<file path="src/rtl/dspfs_pkg.sv">
package dspfs_pkg;
    typedef enum logic [2:0] {
        ST_IDLE,
        ST_CMD,
        ST_XFER,
        ST_TRAIL,
        ST_SHDN
    } fs_state_t;
endpackage

</file>
<file path="src/rtl/dspfs_frame_ctl.sv">
module dspfs_frame_ctl
    import dspfs_pkg::*;
#(
    parameter int CMD_W = 16,
    parameter int CNT_W = 6
) (
    input  logic             rst_n,
    input  logic             sclk,
    input  logic             cs_n,
    input  logic             dspr,
    output fs_state_t        st,
    output logic [CNT_W-1:0] cnt,
    output logic             restart
);
    localparam logic [CNT_W-1:0] CMD_LAST  = CNT_W'(CMD_W - 1);
    localparam logic [CNT_W-1:0] XFER_LAST = CNT_W'(2 * CMD_W - 1);

    fs_state_t        st_n;
    logic [CNT_W-1:0] cnt_n;
    logic             active;

    always_comb begin
        restart = dspr & ~cs_n;
        active  = (st == ST_CMD) || (st == ST_XFER) || (st == ST_TRAIL);
    end

    // next-state and counter
    always_comb begin
        st_n  = st;
        cnt_n = cnt;
        if (restart) begin
            st_n  = ST_CMD;
            cnt_n = '0;
        end else if (cs_n && active) begin
            st_n  = ST_SHDN;
            cnt_n = '0;
        end else begin
            unique case (st)
                ST_CMD: begin
                    cnt_n = cnt + CNT_W'(1);
                    if (cnt == CMD_LAST) st_n = ST_XFER;
                end
                ST_XFER: begin
                    cnt_n = cnt + CNT_W'(1);
                    if (cnt == XFER_LAST) st_n = ST_TRAIL;
                end
                ST_IDLE, ST_TRAIL, ST_SHDN: begin
                    st_n  = st;
                    cnt_n = cnt;
                end
            endcase
        end
    end

    // state register
    always_ff @(negedge sclk or negedge rst_n) begin
        if (!rst_n) begin
            st  <= ST_IDLE;
            cnt <= '0;
        end else begin
            st  <= st_n;
            cnt <= cnt_n;
        end
    end
endmodule

</file>
<file path="src/rtl/dspfs_cmd_shift.sv">
module dspfs_cmd_shift
    import dspfs_pkg::*;
#(
    parameter int CMD_W = 16,
    parameter int CH_W  = 3,
    parameter int CNT_W = 6
) (
    input  logic             rst_n,
    input  logic             sclk,
    input  logic             din,
    input  logic             restart,
    input  fs_state_t        st,
    input  logic [CNT_W-1:0] cnt,
    output logic [CMD_W-1:0] cmd_word,
    output logic [CH_W-1:0]  channel
);
    localparam logic [CNT_W-1:0] CH_LAST = CNT_W'(CH_W - 1);

    always_ff @(negedge sclk or negedge rst_n) begin
        if (!rst_n) begin
            cmd_word <= '0;
            channel  <= '0;
        end else if (restart) begin
            cmd_word <= '0;
        end else if (st == ST_CMD) begin
            cmd_word <= {cmd_word[CMD_W-2:0], din};
            if (cnt == CH_LAST) begin
                channel <= {cmd_word[CH_W-2:0], din};
            end
        end
    end
endmodule

</file>
<file path="src/rtl/dspfs_result_tx.sv">
module dspfs_result_tx
    import dspfs_pkg::*;
#(
    parameter int CMD_W = 16,
    parameter int RES_W = 14,
    parameter int CH_W  = 3,
    parameter int CNT_W = 6
) (
    input  logic             rst_n,
    input  logic             sclk,
    input  fs_state_t        st,
    input  logic [CNT_W-1:0] cnt,
    input  logic [RES_W-1:0] conv_data,
    output logic             acquire,
    output logic             sample,
    output logic             dspx,
    output logic             dout
);
    localparam int               PAD_W    = CMD_W - RES_W;
    localparam logic [CNT_W-1:0] ACQ_CNT  = CNT_W'(CH_W);
    localparam logic [CNT_W-1:0] SAMP_CNT = CNT_W'(CMD_W - 2);
    localparam logic [CNT_W-1:0] FS_CNT   = CNT_W'(CMD_W - 1);

    logic             sample_q;
    logic             dspx_q;
    logic             dout_q;
    logic [CMD_W-1:0] shreg;
    logic             in_cmd;

    always_comb in_cmd = (st == ST_CMD);

    always_ff @(posedge sclk or negedge rst_n) begin
        if (!rst_n) begin
            sample_q <= 1'b0;
            dspx_q   <= 1'b0;
            dout_q   <= 1'b0;
            shreg    <= '0;
        end else begin
            sample_q <= in_cmd && (cnt == SAMP_CNT);
            dspx_q   <= in_cmd && (cnt == FS_CNT);
            if (in_cmd && (cnt == FS_CNT)) begin
                shreg  <= {conv_data, {PAD_W{1'b0}}};
                dout_q <= 1'b0;
            end else if (st == ST_XFER) begin
                dout_q <= shreg[CMD_W-1];
                shreg  <= {shreg[CMD_W-2:0], 1'b0};
            end else begin
                dout_q <= 1'b0;
            end
        end
    end

    // outputs gated by the current state so aborts silence them at once
    always_comb begin
        acquire = in_cmd && (cnt >= ACQ_CNT) && (cnt <= SAMP_CNT) && !sample_q;
        sample  = sample_q && in_cmd;
        dspx    = dspx_q && (st != ST_IDLE) && (st != ST_SHDN);
        dout    = dout_q && ((st == ST_XFER) || (st == ST_TRAIL));
    end
endmodule

</file>
<file path="src/rtl/dspfs_top.sv">
module dspfs_top
    import dspfs_pkg::*;
#(
    parameter int CMD_W = 16,
    parameter int RES_W = 14,
    parameter int CH_W  = 3,
    parameter int CNT_W = 6
) (
    input  logic             rst_n,
    input  logic             sclk,
    input  logic             cs_n,
    input  logic             dspr,
    input  logic             din,
    input  logic [RES_W-1:0] conv_data,
    output logic             dspx,
    output logic             dout,
    output logic [CH_W-1:0]  channel,
    output logic             acquire,
    output logic             sample,
    output logic [CMD_W-1:0] cmd_word
);
    fs_state_t        frame_st;
    logic [CNT_W-1:0] frame_cnt;
    logic             frame_restart;

    dspfs_frame_ctl #(.CMD_W(CMD_W), .CNT_W(CNT_W)) ctl_i (
        .rst_n   (rst_n),
        .sclk    (sclk),
        .cs_n    (cs_n),
        .dspr    (dspr),
        .st      (frame_st),
        .cnt     (frame_cnt),
        .restart (frame_restart)
    );

    dspfs_cmd_shift #(.CMD_W(CMD_W), .CH_W(CH_W), .CNT_W(CNT_W)) cmd_i (
        .rst_n    (rst_n),
        .sclk     (sclk),
        .din      (din),
        .restart  (frame_restart),
        .st       (frame_st),
        .cnt      (frame_cnt),
        .cmd_word (cmd_word),
        .channel  (channel)
    );

    dspfs_result_tx #(.CMD_W(CMD_W), .RES_W(RES_W), .CH_W(CH_W), .CNT_W(CNT_W)) tx_i (
        .rst_n     (rst_n),
        .sclk      (sclk),
        .st        (frame_st),
        .cnt       (frame_cnt),
        .conv_data (conv_data),
        .acquire   (acquire),
        .sample    (sample),
        .dspx      (dspx),
        .dout      (dout)
    );
endmodule

</file>
<file path="config.mk">
export PLATFORM = sky130hd
export DESIGN_NAME = dspfs_top
export DESIGN_NICKNAME = d
export VERILOG_FILES = /design/src/rtl/dspfs_pkg.sv /design/src/rtl/dspfs_frame_ctl.sv /design/src/rtl/dspfs_cmd_shift.sv /design/src/rtl/dspfs_result_tx.sv /design/src/rtl/dspfs_top.sv
export SDC_FILE = /design/constraint.sdc
export NUM_CORES = 1
export LEC_CHECK = 0
export BUFFER_PORTS_ARGS = -buffer_cell sky130_fd_sc_hd__buf_4
export CAP_MARGIN = 10
export CORE_MARGIN = 2
export CORE_UTILIZATION = 53
export DETAILED_ROUTE_END_ITERATION = 10
export GPL_TIMING_DRIVEN = 0
export PLACE_DENSITY = 0.76
export SYNTH_ARGS = -nofsm -noshare
export SYNTH_HDL_FRONTEND = slang
export SYNTH_SLANG_ARGS = --single-unit
</file>
<file path="constraint.sdc">
create_clock -name sclk -period 2.5 [get_ports sclk]
set_clock_uncertainty 0.2 [all_clocks]
set_input_delay 0.25 -clock sclk [delete_from_list [all_inputs] [get_ports sclk]]
set_output_delay 0.25 -clock sclk [all_outputs]
set_load 0.02 [all_outputs]
</file>
======== Yosys cells after proc, flatten, opt, wreduce, memory -nomap -nowiden ========
Cells that the tools add are included.
word-level totals
  register bits after elaboration ......... 47
  input bits .............................. 19
  output and inout port bits .............. 23
  word-level logic and storage cells ...... 62
cells by class
  add/sub/neg operators ................... 1
  $lt $le $gt $ge ......................... 2
  equality and inequality tests ........... 12
  mux-type cells .......................... 14
  bitwise operators ....................... 3
  reductions and logical operators ........ 22
operator list
  cell                 number
  $mux 16              4
  $mux 6               3
  $eq 6x4->1 const B   2
  $mux 3               4
  $logic_and 1x1->1    10
  $add 6x1->6 const B  1
  $eq 3x2->1 const B   2
  $eq 6x2->1 const B   1
  $eq 6x5->1 const B   1
  $ge 6x2->1 const B   1
  $le 6x4->1 const B   1
  $pmux 3 s2           1
  $reduce_and 3->1     2
  $ne 4x3->1 const B   1
  $ne 4x4->1 const B   1
  $reduce_bool 2->1    2
  $eq 3x1->1 const B   1
  $eq 3x3->1 const B   1
  $logic_not 3->1      1
  $logic_or 1x1->1     3
  $ne 3x1->1 const B   1
  $ne 3x3->1 const B   1
  $reduce_bool 3->1    1
  $reduce_or 3->1      1
  5 further kinds      7

======== Depth between registers and ports, before layout ========
  depth after elaboration ................. 6
  gate-level depth with buffers ........... 6
  mapped depth without buffers ............ 5

======== Hierarchy ========
Synthesis repeated with hierarchy kept, for this count alone.
unflattened totals
  cells, all modules ...................... 163
  area, all modules ....................... 2,147.1 µm²
modules (own cells, without submodules)
  module           times used  cells an instance  area an instance (µm²)  sequential area each (µm²)
  dspfs_result_tx  1           63                 914.6                   425.4
  dspfs_cmd_shift  1           45                 713.2                   475.5
  dspfs_frame_ctl  1           55                 519.2                   225.2

==> summary.md <==
| Metric | Value |
|---|---|
| Ys flop type | dfrtn_1 |
| Die Height | ~66 um |
| Hpwl dp | 2830 um |
| Layout area overhead | 51.9% |
| Total Wirelength | slightly below 5000 um |
| Crit Reg-Reg Endpoint | tx_i.shreg[12] |
| First-pass DRT Iterations | 4 |
| Top cells by area, synth | dfrtn_1 35%, dfrtp_1 21%, a22o_1 12%, a21o_1 4.8%, nor2_1 2.8% |
| Num rows | 22 |
| NetSw | 0.000892 W |
| Vias in the first global route | around 1700 |
| Area leader, netlist | dfrtn_1 |
| CTS tree | done |
| R2R Path Start | ctl_i.st[0] |
| Worst setup path start | ctl_i.st[0] |
| CP Capture Type | output pin |
| Clock slew at reported path FFs | 0.08 ns |
| Critical Path, Cell by Cell | buf_6 -> nor3b_4 -> buf_4 -> and2_4 -> buf_4 |
| Die area | 4310 um2 |
| DRC | 0 |
| Hold Path End | tx_i.shreg[8] |
| Startpoint class of the critical path | register |
| FFs w/ async S/R, synth | 100% |
| Layout fillers | 180 |
| Hold WC Path Type | input port to register |
| Logic gate share of total power | 43.1% |
| Antenna-violating nets left | 0 |
| Pwr Total | 0.00268 W |
| First-pass GRT wire length | 7760 um |
| CP most frequent cell | buf_4 |
| Clk root buf | clkbuf_8 |
| TritonCTS buffer count | 5 |
| Unrepaired setup endpoints after global routing | true |
| # setup viols final | 40 |
| Max-Cap Viols | 0 |
| Clk buf depth | 2 |
| Drt wl/cell | 15.9 um |
| Post-synth EDFFs | 0 |
| Slew headroom | ~63% |
| Syn. warnings | 0 |
| IO Port Bufs | slightly above 40 |
| Max Transition Viols Final | 0 |
| Slowest cell on crit path | dfrtn_1 |
| P_int | ~0.0018 W |
| # H-tree levels | 2 |
| Crit-path max FO | 4 |
| Most frequent cells after synthesis | 28 x a22o_1, 28 x dfrtn_1, 17 x dfrtp_1, 15 x nor2_1, 13 x a21o_1 |
| Drt initial violations | just under 100 |
| N_diodes | 0 |
| GR Overflow Total | 0 |
| Die W | around 66 um |
| Worst setup margin | -0.691 ns |
| Total number of vias | 1694 |
| Max incr delay on CP | 0.42 ns |
| Net Sw Frac | 33.3% |
| Core ar. | around 3700 um2 |
| Cells after Synth | around 170 |
| Aggregate global-route resource usage | 23.9% |
| FF+latch count, synth | between 40 and 50 |
| FF-to-FF path depth | 7 |
| Hold depth | 3 |
| Initial antenna violation count | 0 |
| Sequential area share after synthesis | 55.9% |
| Layout cells sized above 1 | 49.2% |
| Power Dens Cells | 876 nW/um2 |
| Worst EP required | 2.05 ns |
| Util after Layout | 83.5% |
| Synth Net Count | 187 |
| # clock sinks | 45 |
| Reg power frac | 36.7% |
| Final hold vios | 0 |
| Arr. time, crit path | about 2.7 ns |
| Vias per cell | 5.50 |
| Pin count of the biggest net entering global routing | 46 |
| Synthesized area per cell | 12.1 um2 |
| Initial Util | 55.0% |
| Worst ir drop on vdd | 0.000723 V |
| Worst reg2reg setup slack | -0.68 ns |
| Mapped cell area | 2010 um2 |
| Final nets | 280 |
| Clock share of power | 20.2% |
| Buf/Inv on CP | 3 |
| Delay-heaviest family, CP | flip-flops |
| I/O pins | 42 |
| Failing checks | negative setup slack |
| Status | finished, violations left |
| Top cell type's share of synthesized area | 34.8% |
| WS Path Type | register to output pin |
| P_leak | 1.62 nW |
| Final Wtd Congestion | ~0.90 |
| Worst Tran Pin Value | 0.558 ns |
| Unique cell type count in the Yosys netlist | 42 |
| Worst-skew pair later-pin latency | 0.30 ns |
| Hold path start | conv_data[6] |
[state kept, by name, indices dropped and copies added (netlist names)]
name / count
tx_i.dout_q: 1
tx_i.shreg: 14
tx_i.sample_q: 1
cmd_i.channel: 3
cmd_i.cmd_word: 16
ctl_i.st: 3
tx_i.dspx_q: 1
ctl_i.cnt: 6
[worst min-delay path, delay by kind of cell]
kind | cells | cell delay [ns]
AOI/OAI and AO/OA | 2 | 0.20
buffers and inverters | 1 | 0.08
[layout by cell type (no fill, tap or decap), drive strengths merged, types with 3 or more instances in the layout]
master / synthesis / routed
nor2: 17 / 17
nand4: 3 / 3
a21o: 13 / 13
dfrtp: 17 / 17
xor2: 4 / 4
o21ai: 4 / 4
dlygate4sd3: 0 / 3
and2: 5 / 5
nand3: 3 / 3
dfrtn: 28 / 28
a22o: 28 / 28
nand2: 4 / 4
buf: 8 / 91
clkbuf: 2 / 7
mux2: 4 / 4
[power by group through the flow]
stage / logic (W) / clock network (W) / registers (W)
3_5_place_dp: 0.000812 / 0 / 0.000992
2_1_floorplan: 0.000559 / 0 / 0.00101
5_1_grt: 0.00124 / 0.000581 / 0.000998
4_1_cts: 0.00105 / 0.000547 / 0.000979
6_report: 0.00116 / 0.000541 / 0.000982
3_3_place_gp: 0.000781 / 0 / 0.000979
[how the worst max path moves through the flow]
stage | end | slack [ns] | depth (start not counted)
finish | sample | -0.69 | 5
global route | acquire | -0.76 | 5
CTS | acquire | -0.68 | 5
detailed placement | tx_i.shreg[9] | -0.87 | 6
global placement | tx_i.shreg[6] | -0.80 | 6
floorplan | tx_i.shreg[10] | -0.65 | 6
[timing repair]
action	4_1_cts	5_1_grt
cloned	2	1
hold buffers	3	0
pin swaps	15	9
endpoints found under the setup margin	44	41
gates resized for setup	34	13
endpoints found under the hold margin	19	0
buffers inserted	29	10
[through the flow]
stage | instances | hold slack (ns) | setup TNS (ns) | worst slack (ns) | area, um2
final | 308 | 0.0553 | -13.34 | -0.691 | 3060
after global routing | 308 | 0.0646 | -15.05 | -0.759 | 3060
after global placement | 255 | 0.0638 | -16.24 | -0.799 | 2440
after CTS | 297 | 0.0515 | -13.35 | -0.682 | 2930
after floorplan | 166 | -0.246 | -10.17 | -0.649 | 2070
after detailed placement | 255 | 0.0813 | -17.97 | -0.869 | 2440
[cell families after synthesis]
family,after synthesis,synth area share [%]
AO/OA/AOI/OAI,51,20.2
AND/OR/NAND/NOR,46,13.4
adder cells (fa/ha/maj),2,1.24
XOR/XNOR,5,2.18
buffers and inverters,11,3.79
multiplexers,6,3.23
flip-flops,45,55.9
[per-layer routing]
layer  vias to the layer above  global-route usage, %  wire (um)
met3                        12                   5.65        198
met2                        40                   39.9       2520
li1                        791                      -          -
met4                         0                   8.07        109
met1                       851                   30.4       2070
met5                         -                      0          0
[area by class of cell]
class,count,area (um2),area share (%)
sequential,45,1130,36.8
inverter,1,3.75,0.123
buffer,10,96.3,3.15
tap,48,60.1,1.96
timing repair buffer,86,756,24.7
clock buffer,5,68.8,2.25
multi-input combinational,110,906,29.6
clock inverter,3,41.3,1.35
(Power assumes the default switching activity.)
